File: config.mk
export PLATFORM = sky130hd
export DESIGN_NAME = mux_bus_target
export DESIGN_NICKNAME = d
export VERILOG_FILES = /design/src/rtl/mbt_pkg.sv /design/src/rtl/mbt_phase_ctrl.sv /design/src/rtl/mbt_lane_sel.sv /design/src/rtl/mbt_beat_addr.sv /design/src/rtl/mux_bus_target.sv
export SDC_FILE = /design/constraint.sdc
export NUM_CORES = 1
export LEC_CHECK = 0
export CAP_MARGIN = 20
export CELL_PAD_IN_SITES_DETAIL_PLACEMENT = 0
export CELL_PAD_IN_SITES_GLOBAL_PLACEMENT = 1
export CORE_MARGIN = 8
export CORE_UTILIZATION = 19
export CTS_CLUSTER_DIAMETER = 80
export DETAILED_ROUTE_END_ITERATION = 10
export PLACE_DENSITY_LB_ADDON = 0.08
export SLEW_MARGIN = 10
export SYNTH_ARGS = -nofsm -noshare
export SYNTH_HDL_FRONTEND = slang
export SYNTH_HIERARCHICAL = 1
export SYNTH_SLANG_ARGS = --single-unit
File: constraint.sdc
create_clock -name clk -period 1.9 [get_ports clk]
set_clock_uncertainty 0.05 [all_clocks]
set_input_delay 0.19 -clock clk [delete_from_list [all_inputs] [get_ports clk]]
set_output_delay 0.19 -clock clk [all_outputs]
set_load 0.02 [all_outputs]
File: src/rtl/mbt_pkg.sv
package mbt_pkg;

  typedef enum logic {
    PH_IDLE = 1'b0,
    PH_DATA = 1'b1
  } phase_t;

  localparam int unsigned BURST_LG = 5;  // 32-byte burst span, log2

  // log2 of the transfer span in bytes for a size code
  function automatic logic [2:0] span_lg(input logic [2:0] code);
    return code[2] ? 3'(BURST_LG) : {1'b0, code[1:0]};
  endfunction

endpackage

File: src/rtl/mbt_phase_ctrl.sv
module mbt_phase_ctrl
  import mbt_pkg::*;
(
  input  logic clk,
  input  logic rst_n,
  input  logic bus_start,
  input  logic sel,
  input  logic frame,
  input  logic rd_nwr,
  output logic capture,
  output logic beat,
  output logic rd_q
);

  phase_t phase_q, phase_d;
  logic   rd_d;
  logic   last;

  assign capture = bus_start && sel && (phase_q == PH_IDLE);
  assign beat    = (phase_q == PH_DATA) && sel;
  assign last    = beat && !frame;

  always_comb begin
    phase_d = phase_q;
    rd_d    = rd_q;
    unique case (phase_q)
      PH_IDLE: begin
        if (capture) begin
          phase_d = PH_DATA;
          rd_d    = rd_nwr;
        end
      end
      PH_DATA: begin
        if (last || !sel) phase_d = PH_IDLE;
      end
      default: phase_d = PH_IDLE;
    endcase
  end

  always_ff @(posedge clk or negedge rst_n) begin
    if (!rst_n) begin
      phase_q <= PH_IDLE;
      rd_q    <= 1'b0;
    end else begin
      phase_q <= phase_d;
      if (capture) rd_q <= rd_d;
    end
  end

  // initiator must not strobe while a data phase is still open
  AST_NO_STROBE_IN_DATA: assert property (@(posedge clk) disable iff (!rst_n)
    (phase_q == PH_DATA && frame) |-> !(bus_start && sel));

  AST_CAPTURE_OPENS_DATA: assert property (@(posedge clk) disable iff (!rst_n)
    capture |=> (beat || !sel));

endmodule

File: src/rtl/mbt_lane_sel.sv
module mbt_lane_sel #(
  parameter int unsigned BYTES = 8,
  localparam int unsigned LGB  = $clog2(BYTES)
) (
  input  logic [2:0]       lg,
  input  logic [LGB-1:0]   off,
  output logic [BYTES-1:0] be
);

  // lane i is enabled when it falls into the same span-sized slot as the offset
  for (genvar i = 0; i < BYTES; i++) begin : g_lane
    assign be[i] = ((LGB'(i) >> lg) == (off >> lg));
  end

endmodule

File: src/rtl/mbt_beat_addr.sv
module mbt_beat_addr #(
  parameter int unsigned BYTES = 8,
  parameter int unsigned AW    = 26,
  localparam int unsigned LGB   = $clog2(BYTES),
  localparam int unsigned WAW   = AW - LGB,
  localparam int unsigned MAXLG = mbt_pkg::BURST_LG - LGB
) (
  input  logic             clk,
  input  logic             rst_n,
  input  logic             capture,
  input  logic             beat,
  input  logic [AW-1:0]    addr_raw,
  input  logic [2:0]       lg_raw,
  output logic [WAW-1:0]   word_q,
  output logic [BYTES-1:0] be_q
);

  logic [MAXLG-1:0] mask_q, mask_d;
  logic [MAXLG-1:0] cnt_q, cnt_d;
  logic [WAW-1:0]   word_d, mask_ext, word_inc;
  logic [BYTES-1:0] be_d, be_raw;
  logic [2:0]       blg;

  mbt_lane_sel #(.BYTES(BYTES)) i_lane (
    .lg (lg_raw),
    .off(addr_raw[LGB-1:0]),
    .be (be_raw)
  );

  assign mask_ext = {{(WAW-MAXLG){1'b0}}, mask_q};
  assign word_inc = word_q + WAW'(1);

  always_comb begin
    blg    = (lg_raw > 3'(LGB)) ? (lg_raw - 3'(LGB)) : 3'd0;
    mask_d = mask_q;
    cnt_d  = cnt_q;
    word_d = word_q;
    be_d   = be_q;
    if (capture) begin
      mask_d = MAXLG'((4'd1 << blg) - 4'd1);
      cnt_d  = '0;
      word_d = addr_raw[AW-1:LGB];
      be_d   = be_raw;
    end else if (beat) begin
      cnt_d  = cnt_q + MAXLG'(1);
      word_d = (word_q & ~mask_ext) | (word_inc & mask_ext);
    end
  end

  always_ff @(posedge clk or negedge rst_n) begin
    if (!rst_n) begin
      mask_q <= '0;
      cnt_q  <= '0;
      word_q <= '0;
      be_q   <= '0;
    end else begin
      if (capture || beat) begin
        mask_q <= mask_d;
        cnt_q  <= cnt_d;
        word_q <= word_d;
        be_q   <= be_d;
      end
    end
  end

  AST_BEAT_LIMIT: assert property (@(posedge clk) disable iff (!rst_n)
    beat |-> (cnt_q <= mask_q));

  AST_WRAP_IN_BLOCK: assert property (@(posedge clk) disable iff (!rst_n)
    beat |=> ((word_q & ~mask_ext) == $past(word_q & ~mask_ext)));

endmodule

File: src/rtl/mux_bus_target.sv
module mux_bus_target #(
  parameter int unsigned DW = 64,
  parameter int unsigned AW = 26,
  localparam int unsigned BYTES = DW / 8,
  localparam int unsigned LGB   = $clog2(BYTES),
  localparam int unsigned WAW   = AW - LGB
) (
  input  logic             clk,
  input  logic             rst_n,
  input  logic             bus_start,
  input  logic             sel,
  input  logic             frame,
  input  logic             rd_nwr,
  input  logic [DW-1:0]    dq_in,
  output logic [DW-1:0]    dq_out,
  output logic             dq_oe,
  output logic [WAW-1:0]   mem_addr,
  output logic             mem_wen,
  output logic [BYTES-1:0] mem_be,
  output logic [DW-1:0]    mem_wdata,
  input  logic [DW-1:0]    mem_rdata
);

  logic             capture, beat, rd_q;
  logic [2:0]       size_code, lg_raw;
  logic [WAW-1:0]   word_q;
  logic [BYTES-1:0] be_q;
  logic             unused_dq;

  assign size_code = dq_in[DW-1 -: 3];
  assign lg_raw    = mbt_pkg::span_lg(size_code);
  assign unused_dq = ^dq_in[DW-4:AW];

  mbt_phase_ctrl i_ctrl (
    .clk      (clk),
    .rst_n    (rst_n),
    .bus_start(bus_start),
    .sel      (sel),
    .frame    (frame),
    .rd_nwr   (rd_nwr),
    .capture  (capture),
    .beat     (beat),
    .rd_q     (rd_q)
  );

  mbt_beat_addr #(.BYTES(BYTES), .AW(AW)) i_addr (
    .clk     (clk),
    .rst_n   (rst_n),
    .capture (capture),
    .beat    (beat),
    .addr_raw(dq_in[AW-1:0]),
    .lg_raw  (lg_raw),
    .word_q  (word_q),
    .be_q    (be_q)
  );

  assign mem_addr  = word_q;
  assign mem_wen   = beat && !rd_q;
  assign mem_be    = be_q;
  assign mem_wdata = dq_in;
  assign dq_oe     = beat && rd_q;
  assign dq_out    = dq_oe ? mem_rdata : '0;

  AST_OE_NOT_IN_ADDR: assert property (@(posedge clk) disable iff (!rst_n)
    dq_oe |-> !bus_start);

  AST_RD_WR_EXCL: assert property (@(posedge clk) disable iff (!rst_n)
    !(dq_oe && mem_wen));

  AST_WRITE_HAS_LANE: assert property (@(posedge clk) disable iff (!rst_n)
    mem_wen |-> (mem_be != '0));

  AST_UNSELECTED_IGNORED: assert property (@(posedge clk) disable iff (!rst_n)
    (bus_start && !sel) |=> !(dq_oe || mem_wen));

endmodule

# After elaboration in Yosys (flattened, before gate mapping)
# Index checks and enable logic that the tools add are counted.
dict set report classes {
  addsub 3
  magnitude_cmp 1
  n_eq_ne 8
  shift 10
  mux 8
  n_bitwise 5
  n_reduce_logical 15
}
# cell count
set ops {}
lappend ops {{2-to-1 mux 64 bit} 1}
lappend ops {{2-to-1 mux 23 bit} 2}
lappend ops {{== test 3 bit} 8}
lappend ops {{adder 23 x 1 -> 23 bit, second input constant} 1}
lappend ops {{bitwise AND 23 x 2 -> 23 bit} 1}
lappend ops {{bitwise AND 23 bit} 1}
lappend ops {{inverter 2 -> 23 bit} 1}
lappend ops {{OR 23 bit} 1}
lappend ops {{right shift 3 x 3 -> 3 bit, first input constant} 4}
lappend ops {{logical AND 1 bit} 6}
lappend ops {{2-to-1 mux 3 bit} 2}
lappend ops {{AND reduction 2 bit} 3}
lappend ops {{right shift 1 x 3 -> 3 bit, first input constant} 2}
lappend ops {{right shift 2 x 3 -> 3 bit, first input constant} 2}
lappend ops {{> comparator 3 x 2 -> 1 bit, second input constant} 1}
lappend ops {{zero test 1 bit} 3}
lappend ops {{<< shifter 1 x 3 -> 2 bit, first input constant} 1}
lappend ops {{right shift 3 x 3 -> 3 bit} 1}
lappend ops {{subtractor 3 x 2 -> 3 bit, second input constant} 1}
lappend ops {{logical OR 1 bit} 2}
lappend ops {{2-to-1 mux 1 bit} 2}
lappend ops {{case mux 1 bit (2 select lines)} 1}
lappend ops {{nonzero test 2 bit} 1}
lappend ops {{subtractor 2 x 1 -> 2 bit, second input constant} 1}
lappend ops {{inverter 1 bit} 1}
dict set report totals {
  register_bits 35
  inputBits 134
  output_inout_bits 161
}

# Logic depth before layout (Yosys ltp)
# Gate-level depths: netlist (run 1).
dict set report logic_depth {
  ltp_word 5
  mapped_depth 9
  mapped_depth_nobuf 8
}

# Hierarchy
# Netlist (run 1), hierarchy kept.
# mod n_inst cells_each area_each_um2 seq_area_each_um2
set modules_own_cells {}
lappend modules_own_cells {mbt_beat_addr 1 85 1316.3 825.8}
lappend modules_own_cells {mux_bus_target 1 146 1022.2 0.0}
lappend modules_own_cells {mbt_lane_sel 1 54 357.8 0.0}
lappend modules_own_cells {mbt_phase_ctrl 1 8 112.6 50.0}

# Worst setup path before layout (run 1)
# No wires, ideal clock.
dict set report synth_timing {
  kind {input to register}
  start {in dq_in[63]}
  end {reg i_addr.be_q[7]}
  setup_time_ns 0.125
  arrival_ns 1.639
  setup_slack_ns 0.087
  cell_stages 8
  n_path_buf 1
  cell_sequence {or2_2 buf_4 inv_1 ha_1 o21ai_0 a31oi_1 a21oi_1 mux2_2}
}
dict set report synth_between {
  elab_chain_cells 3
  elab_cells_between_ends 4
}
# item line_no
set synth_rtl {}
lappend synth_rtl {{from (decl)} mux_bus_target.sv:14} ;# input logic [DW-1:0] dq_in,
lappend synth_rtl {{2-to-1 mux 3 bit (*)} mbt_pkg.sv:12} ;# return code[2] ? 3'(BURST_LG) : {1'b0, code[1:0]};
lappend synth_rtl {{right shift 3 x 3 -> 3 bit} mbt_lane_sel.sv:12} ;# assign be[i] = ((LGB'(i) >> lg) == (off >> lg));
lappend synth_rtl {{== test 3 bit (*)} mbt_lane_sel.sv:12}
lappend synth_rtl {{via i_addr.be_raw[7]} mbt_beat_addr.sv:21} ;# logic [BYTES-1:0] be_d, be_raw;
lappend synth_rtl {{to (signal assigned)} mbt_beat_addr.sv:55} ;# be_q <= '0;
lappend synth_rtl {{to (signal assigned)} mbt_beat_addr.sv:61} ;# be_q <= be_d;
lappend synth_rtl {{to (decl)} mbt_beat_addr.sv:15} ;# output logic [BYTES-1:0] be_q
# Mark *: on every way through the listed nets, which the timed path passes. The rest lies on a longest branch.
# A chain may end at the register's enable or synchronous reset.

# Worst setup path in the final report (run 1)
dict set report layout_timing {
  start {in sel}
  end {out dq_out[12]}
}
dict set report layout_between {
  elab_chain_cells 3
}
# item line_no
set layout_rtl {}
lappend layout_rtl {{from (decl)} mux_bus_target.sv:11} ;# input logic sel,
lappend layout_rtl {{logical AND 1 bit} mbt_phase_ctrl.sv:20} ;# assign beat = (phase_q == PH_DATA) && sel;
lappend layout_rtl {{via beat} mux_bus_target.sv:24} ;# logic capture, beat, rd_q;
lappend layout_rtl {{logical AND 1 bit} mux_bus_target.sv:61} ;# assign dq_oe = beat && rd_q;
lappend layout_rtl {{2-to-1 mux 64 bit} mux_bus_target.sv:62} ;# assign dq_out = dq_oe ? mem_rdata : '0;
lappend layout_rtl {{to (decl)} mux_bus_target.sv:15} ;# output logic [DW-1:0] dq_out,
# The timed path passes the listed nets, and every way through them passes these cells.

==> results of run 1 <==
cells by family (layout without fill, tap and decap cells):
logic type / Yosys count / in the layout / synth area share, %
AOI/OAI and AO/OA: 23 / 23 / 4.86
adders and majority gates: 6 / 6 / 2.67
buffers and inverters: 93 / 266 / 24.5
DFF: 35 / 35 / 31.2
muxes: 35 / 35 / 14.4
and+or+nand+nor: 95 / 95 / 20.5
xor gates and xnor gates: 6 / 6 / 1.87
registers in the layout (all words and copies together) (netlist names), named ones only:
register        cells
i_ctrl/rd_q         1
i_addr/word_q      22
i_addr/be_q         8
i_addr/mask_q       2
i_ctrl/phase_q      1
metal layers:
layer / vias to the layer above / GRT usage, % / wire length (um)
met3: 2 / 4.81 / 1510
met1: 1183 / 11.4 / 4040
met2: 164 / 19.1 / 5490
met5: - / 0 / 0
met4: 0 / 1.45 / 15
li1: 1284 / - / -
worst min path at each step:
stage	start	end	slack, ns	cells past startpoint
2_1_floorplan	rst_n	async pin	-0.16	0
3_3_place_gp	rst_n	i_addr/word_q[3]	0.22	2
3_5_place_dp	rst_n	i_addr/word_q[3]	0.22	2
4_1_cts	dq_in[38]	mem_wdata[38]	0.33	0
5_1_grt	dq_in[39]	mem_wdata[39]	0.33	0
6_report	dq_in[38]	mem_wdata[38]	0.33	0
what timing repair did:
item	4_1_cts	5_1_grt
hold endpoints to repair	35	0
hold buffers	1	0
buffers inserted	0	2
pin swaps	0	3
endpoints found under the setup margin	70	48
gates resized for setup	67	79
layout make-up:
cell class,instances,area (sq um)
Clock buffer,7,133
Clock inverter,1,5.00
Fill cell,1505,9570
Inverter,8,30.0
Multi-Input combinational cell,165,1260
Sequential cell,35,876
Tap cell,184,230
Timing Repair Buffer,250,2380
power by group:
| part | switching, uW | internal (uW) | leakage [uW] |
|---|---|---|---|
| Sequential | 84.3 | 897 | 0.000408 |
| Combinational | 633 | 730 | 0.00186 |
| Clock | 286 | 484 | 0.0000679 |
placed cells by master (no fill, tap or decap), types with 2 or more instances in the layout:
cell / n
a21oi_1: 7
a31oi_1: 2
and3_1: 64
buf_12: 4
buf_4: 19
buf_6: 3
clkbuf_1: 2
clkbuf_16: 5
clkbuf_2: 20
clkdlybuf4s15_1: 31
clkdlybuf4s50_1: 157
dfrtp_1: 35
dlygate4sd2_1: 14
ha_1: 4
inv_1: 7
mux2_2: 29
mux2i_1: 4
nand2_1: 5
nand3_1: 2
nor2_1: 9
nor2b_1: 3
o21ai_0: 8
xnor2_1: 2
xor2_1: 4
through the flow:
step	power, uW	cell area, sq um
floorplan	1790	2810
global placement	2400	4840
detailed placement	2400	4840
CTS	3180	4910
global route	3330	4910
finish	3120	4910
==> flow_metrics.py, run 1 <==
metrics = {
    "status": {
        "status": "finished, final reports clean",
    },
    "setup_path": {
        "path_cells": "clkdlybuf4s50_1 -> and2_2 -> buf_12 -> and3_1 -> dlygate4sd2_1",
        "critPathCapture": "dq_out[12]",
        "required_ns": 1.66,
        "critPathMaxStageDelay_ns": 0.47,
        "worstSetupPathType": "in -> out",
        "crit_start": "sel",
        "crit_fanout": 45,
        "reg2reg_depth": 4,
        "cp-start-kind": "primary input",
        "path_depth": 5,
        "cp_num_buf_inv": 3,
        "crit_arrival_ns": 1.57,
        "critPathTopFamily": "buffers and inverters",
        "critPathSlowestCell": "clkdlybuf4s50_1",
        "r2r_slack_ns": 0.46,
        "reg2reg_from": "i_ctrl/phase_q",
        "timing.rr.end": "i_addr/be_q[1]",
        "crit_path_end_kind": "output pin",
    },
    "place": {
        "dp.cells": 639,
        "dp_hpwl_mm": 9.06,
        "place.gp.congestion": 0.736,
        "dp_slack_ns": -0.421,
        "port_buffers": 224,
    },
    "worst_hold_path": {
        "min_path_type": "in -> out",
    },
    "sta": {
        "hold_violations": 0,
        "setup_tns_ns": 0,
        "hold_slack_ns": 0.330,
        "period_needed_ns": 1.81,
        "rsz0062_at_grt": "yes",
        "worstMarginPinSlew_ns": 0.466,
        "slew_headroom_pct": 69.0,
        "min_period_over_period_pct": 95.5,
        "slew_viol_final": 0,
        "setup_viol_count_final": 0,
        "fmax_mhz": 551,
        "setup_ws_ns": 0.0858,
    },
    "cells_and_area": {
        "areaGrowthSynthToFinish_pct": 74.9,
        "drive_above_1_share_pct": 19.7,
        "nets": 605,
        "final_core_util_pct": 33.9,
        "n_antenna_cell": 0,
        "fin_cells": 650,
    },
    "synth": {
        "synth_top_area_cell": "dfrtp_1",
        "syn_area_per_cell_sq_um": 9.59,
        "async_flop_share_pct": 100,
        "ys_top_cells_by_count": "69 x buf_4, 64 x and3_1, 35 x dfrtp_1",
        "postSynthCellCount": 293,
        "syn-num-nets": 433,
        "yosysSeqAreaShare_pct": 31.2,
        "syn_area_sq_um": 2810,
        "synth_edf_count": 0,
        "yosysMostFrequentCell": "buf_4",
        "ys_top_cells_by_area": "dfrtp_1 31%, buf_4 18%, and3_1 14%",
        "synth_top_area_share_pct": 31.2,
        "synthFlopType": "dfrtp_1",
        "synth_seq_cells": 35,
        "yosys_warnings": 6,
        "yosysUniqueCellTypes": 38,
    },
    "clocking": {
        "cts_buffer_depth": 2,
        "cts_tree": "built",
        "cts.sinks": 35,
        "clock-root-buffer": "clkbuf_16",
        "insertion_delay_ns": 0.27,
        "cts_buffers": 5,
        "htreeDepth": 2,
    },
    "power": {
        "ir_worst_vdd_mv": 0.351,
        "p_leak_uw": 0.00234,
        "power_density_nw_per_um2": 634,
    },
    "floorplan": {
        "die_w_um": 138,
        "num_rows": 44,
        "core_area_sq_um": 14500,
        "start_util_pct": 19.4,
        "dieArea_sq_um": 18900,
        "boundaryPins": 295,
        "die_y_um": 138,
    },
    "global_route": {
        "grt_max_degree": 67,
        "antenna_found_initial": 0,
        "first_global_vias": 2740,
        "grt_pass1_wl_mm": 15.7,
        "grt_usage_pct": 10.6,
        "overflow": 0,
    },
    "detailed_routing": {
        "avgRoutedWirePerCell_um": 17.0,
        "drc": 0,
        "postRouteAntennaNets": 0,
        "first_pass_iters": 4,
        "vias_per_cell": 4.05,
        "drt-total-wl_mm": 11.0,
        "vias": 2633,
        "drtIter0Drc": 51,
    },
    "run": {
        "cap_violations": 0,
    },
}
Power figures use the tool's default switching activity.
==> run 2: changes to the inputs <==
--- a/config.mk
+++ b/config.mk
@@ -18,3 +18,4 @@
 export SYNTH_HDL_FRONTEND = slang
 export SYNTH_HIERARCHICAL = 1
 export SYNTH_SLANG_ARGS = --single-unit
+export TNS_END_PERCENT = 1
==> flow_metrics.py, run 2 (synthesized netlist as in run 1, its figures left out) <==
metrics = {
    "cells_and_area": {
        "largest_register": "i_addr/word_q",
        "fillers": 1502,
        "areaGrowthSynthToFinish_pct": 75.1,
        "register_area_sq_um": 876,
        "n_antenna_cell": 0,
        "multi_input_area_sq_um": 1270,
        "top_regs": "i_addr/word_q x22, i_addr/be_q x8, i_addr/mask_q x2",
        "largest_reg_flops": 22,
        "drive_above_1_share_pct": 18.9,
        "nets": 605,
        "layout_commonest_cell": "clkdlybuf4s50_1",
        "finalInstanceArea_sq_um": 4920,
        "mostFrequentLayoutCells": "157 x clkdlybuf4s50_1, 64 x and3_1, 35 x dfrtp_1",
    },
    "clocking": {
        "insertion_delay_ns": 0.27,
        "cts_buffers": 5,
        "cts.sinks": 35,
        "cts_buffer_depth": 2,
        "htreeDepth": 2,
        "cts_tree": "built",
        "clock-root-buffer": "clkbuf_16",
    },
    "sta": {
        "slew_viol_final": 0,
        "setup_viol_count_final": 0,
        "hold_slack_ns": 0.330,
        "min_period_over_period_pct": 95.5,
        "fmax_mhz": 551,
        "hold_violations": 0,
        "setup_tns_ns": 0,
        "rsz0062_at_grt": "yes",
        "slew_headroom_pct": 69.0,
        "worstMarginPinSlew_ns": 0.466,
        "period_needed_ns": 1.81,
    },
    "setup_path": {
        "crit_path_end_kind": "output pin",
        "worstSetupPathType": "in -> out",
        "path_cells": "clkdlybuf4s50_1 -> and2_2 -> buf_4 -> and3_1 -> dlygate4sd2_1",
        "critPathMaxStageDelay_ns": 0.47,
        "crit_fanout": 21,
        "cp_num_buf_inv": 3,
        "critPathSlowestCell": "clkdlybuf4s50_1",
        "crit_arrival_ns": 1.57,
        "cp-start-kind": "primary input",
        "required_ns": 1.66,
        "critPathTopFamily": "buffers and inverters",
    },
    "global_route": {
        "grt_max_degree": 67,
        "grt_pass1_wl_mm": 15.7,
        "grt_usage_pct": 10.6,
        "antenna_found_initial": 0,
        "overflow": 0,
        "first_global_vias": 2740,
    },
    "floorplan": {
        "core_area_sq_um": 14500,
        "num_rows": 44,
        "start_util_pct": 19.4,
        "die_w_um": 138,
        "die_y_um": 138,
        "dieArea_sq_um": 18900,
        "boundaryPins": 295,
    },
    "detailed_routing": {
        "drt-total-wl_mm": 11.0,
        "first_pass_iters": 4,
        "postRouteAntennaNets": 0,
        "vias": 2633,
        "vias_per_cell": 4.05,
        "drc": 0,
        "drtIter0Drc": 54,
        "avgRoutedWirePerCell_um": 17.0,
    },
    "power": {
        "p_leak_uw": 0.00238,
        "ir_worst_vdd_mv": 0.351,
        "power_density_nw_per_um2": 633,
    },
    "run": {
        "cap_violations": 0,
    },
    "place": {
        "dp_hpwl_mm": 9.06,
        "dpl_cell_area_sq_um": 4840,
        "port_buffers": 224,
        "place.gp.congestion": 0.736,
    },
    "status": {
        "status": "finished, final reports clean",
    },
    "worst_hold_path": {
        "min_path_type": "in -> out",
    },
}
run 2: cell count changes in the layout (fill, tap and decap cells not counted), sizes merged:
cell and delta:
clkdlybuf4s15 -7, dlygate4sd2 +12, clkbuf -5
run 2: area by class of cell:
cell class                      count  share of cell area [%]
Multi-Input combinational cell    165                    25.8
Inverter                            8                   0.610
Timing Repair Buffer              250                    48.3
Sequential cell                    35                    17.8
Tap cell                          184                    4.68
Clock buffer                        7                    2.70
Clock inverter                      1                   0.102
run 2: where the power goes:
part           switching (uW)  leakage, uW  internal (uW)  total (uW)
Clock                     287    0.0000679            484         771
Sequential               84.2     0.000408            897         981
Combinational             634      0.00190            729        1360
run 2: stage by stage:
stage / worst slack (ns) / total power (uW) / util (%) / std cells
floorplan: 0.0866 / 1790 / - / 293
global placement: -0.394 / 2400 / 33.4 / 639
detailed placement: -0.421 / 2400 / 33.4 / 639
CTS: 0.0271 / 3180 / 33.9 / 648
global route: -0.00984 / 3330 / 34.0 / 650
finish: 0.0858 / 3110 / 34.0 / 650
run 2: layer usage:
metal / GRT usage [%] / routed length [um] / vias up / share of wire, %
met5: 0 / 0 / - / 0
met4: 1.45 / 15 / 0 / 0.14
met3: 4.81 / 1520 / 2 / 14
met2: 19.1 / 5480 / 164 / 50
met1: 11.4 / 4030 / 1183 / 37
li1: - / - / 1284 / -
run 2: repair_timing:
action / 4_1_cts / 5_1_grt
buffers inserted: 0 / 2
endpoints found under the hold margin: 35 / 0
hold buffers: 1 / 0
pin swaps: 0 / 3
resized for setup: 67 / 61
endpoints found under the setup margin: 70 / 48
run 2: final timing paths:
kind / from / end / slack (ns) / depth (start not counted)
worst min register to register: i_addr/word_q[9] / i_addr/word_q[9] / 0.45 / 1
worst max-delay path: sel / dq_out[38] / 0.09 / 5
worst max register to register: i_ctrl/phase_q / i_addr/be_q[1] / 0.46 / 4
max in group asynchronous: rst_n / i_addr/word_q[0] / 1.03 / 3
worst min-delay path: dq_in[38] / mem_wdata[38] / 0.33 / 0
min in group asynchronous: rst_n / i_addr/word_q[6] / 0.44 / 3
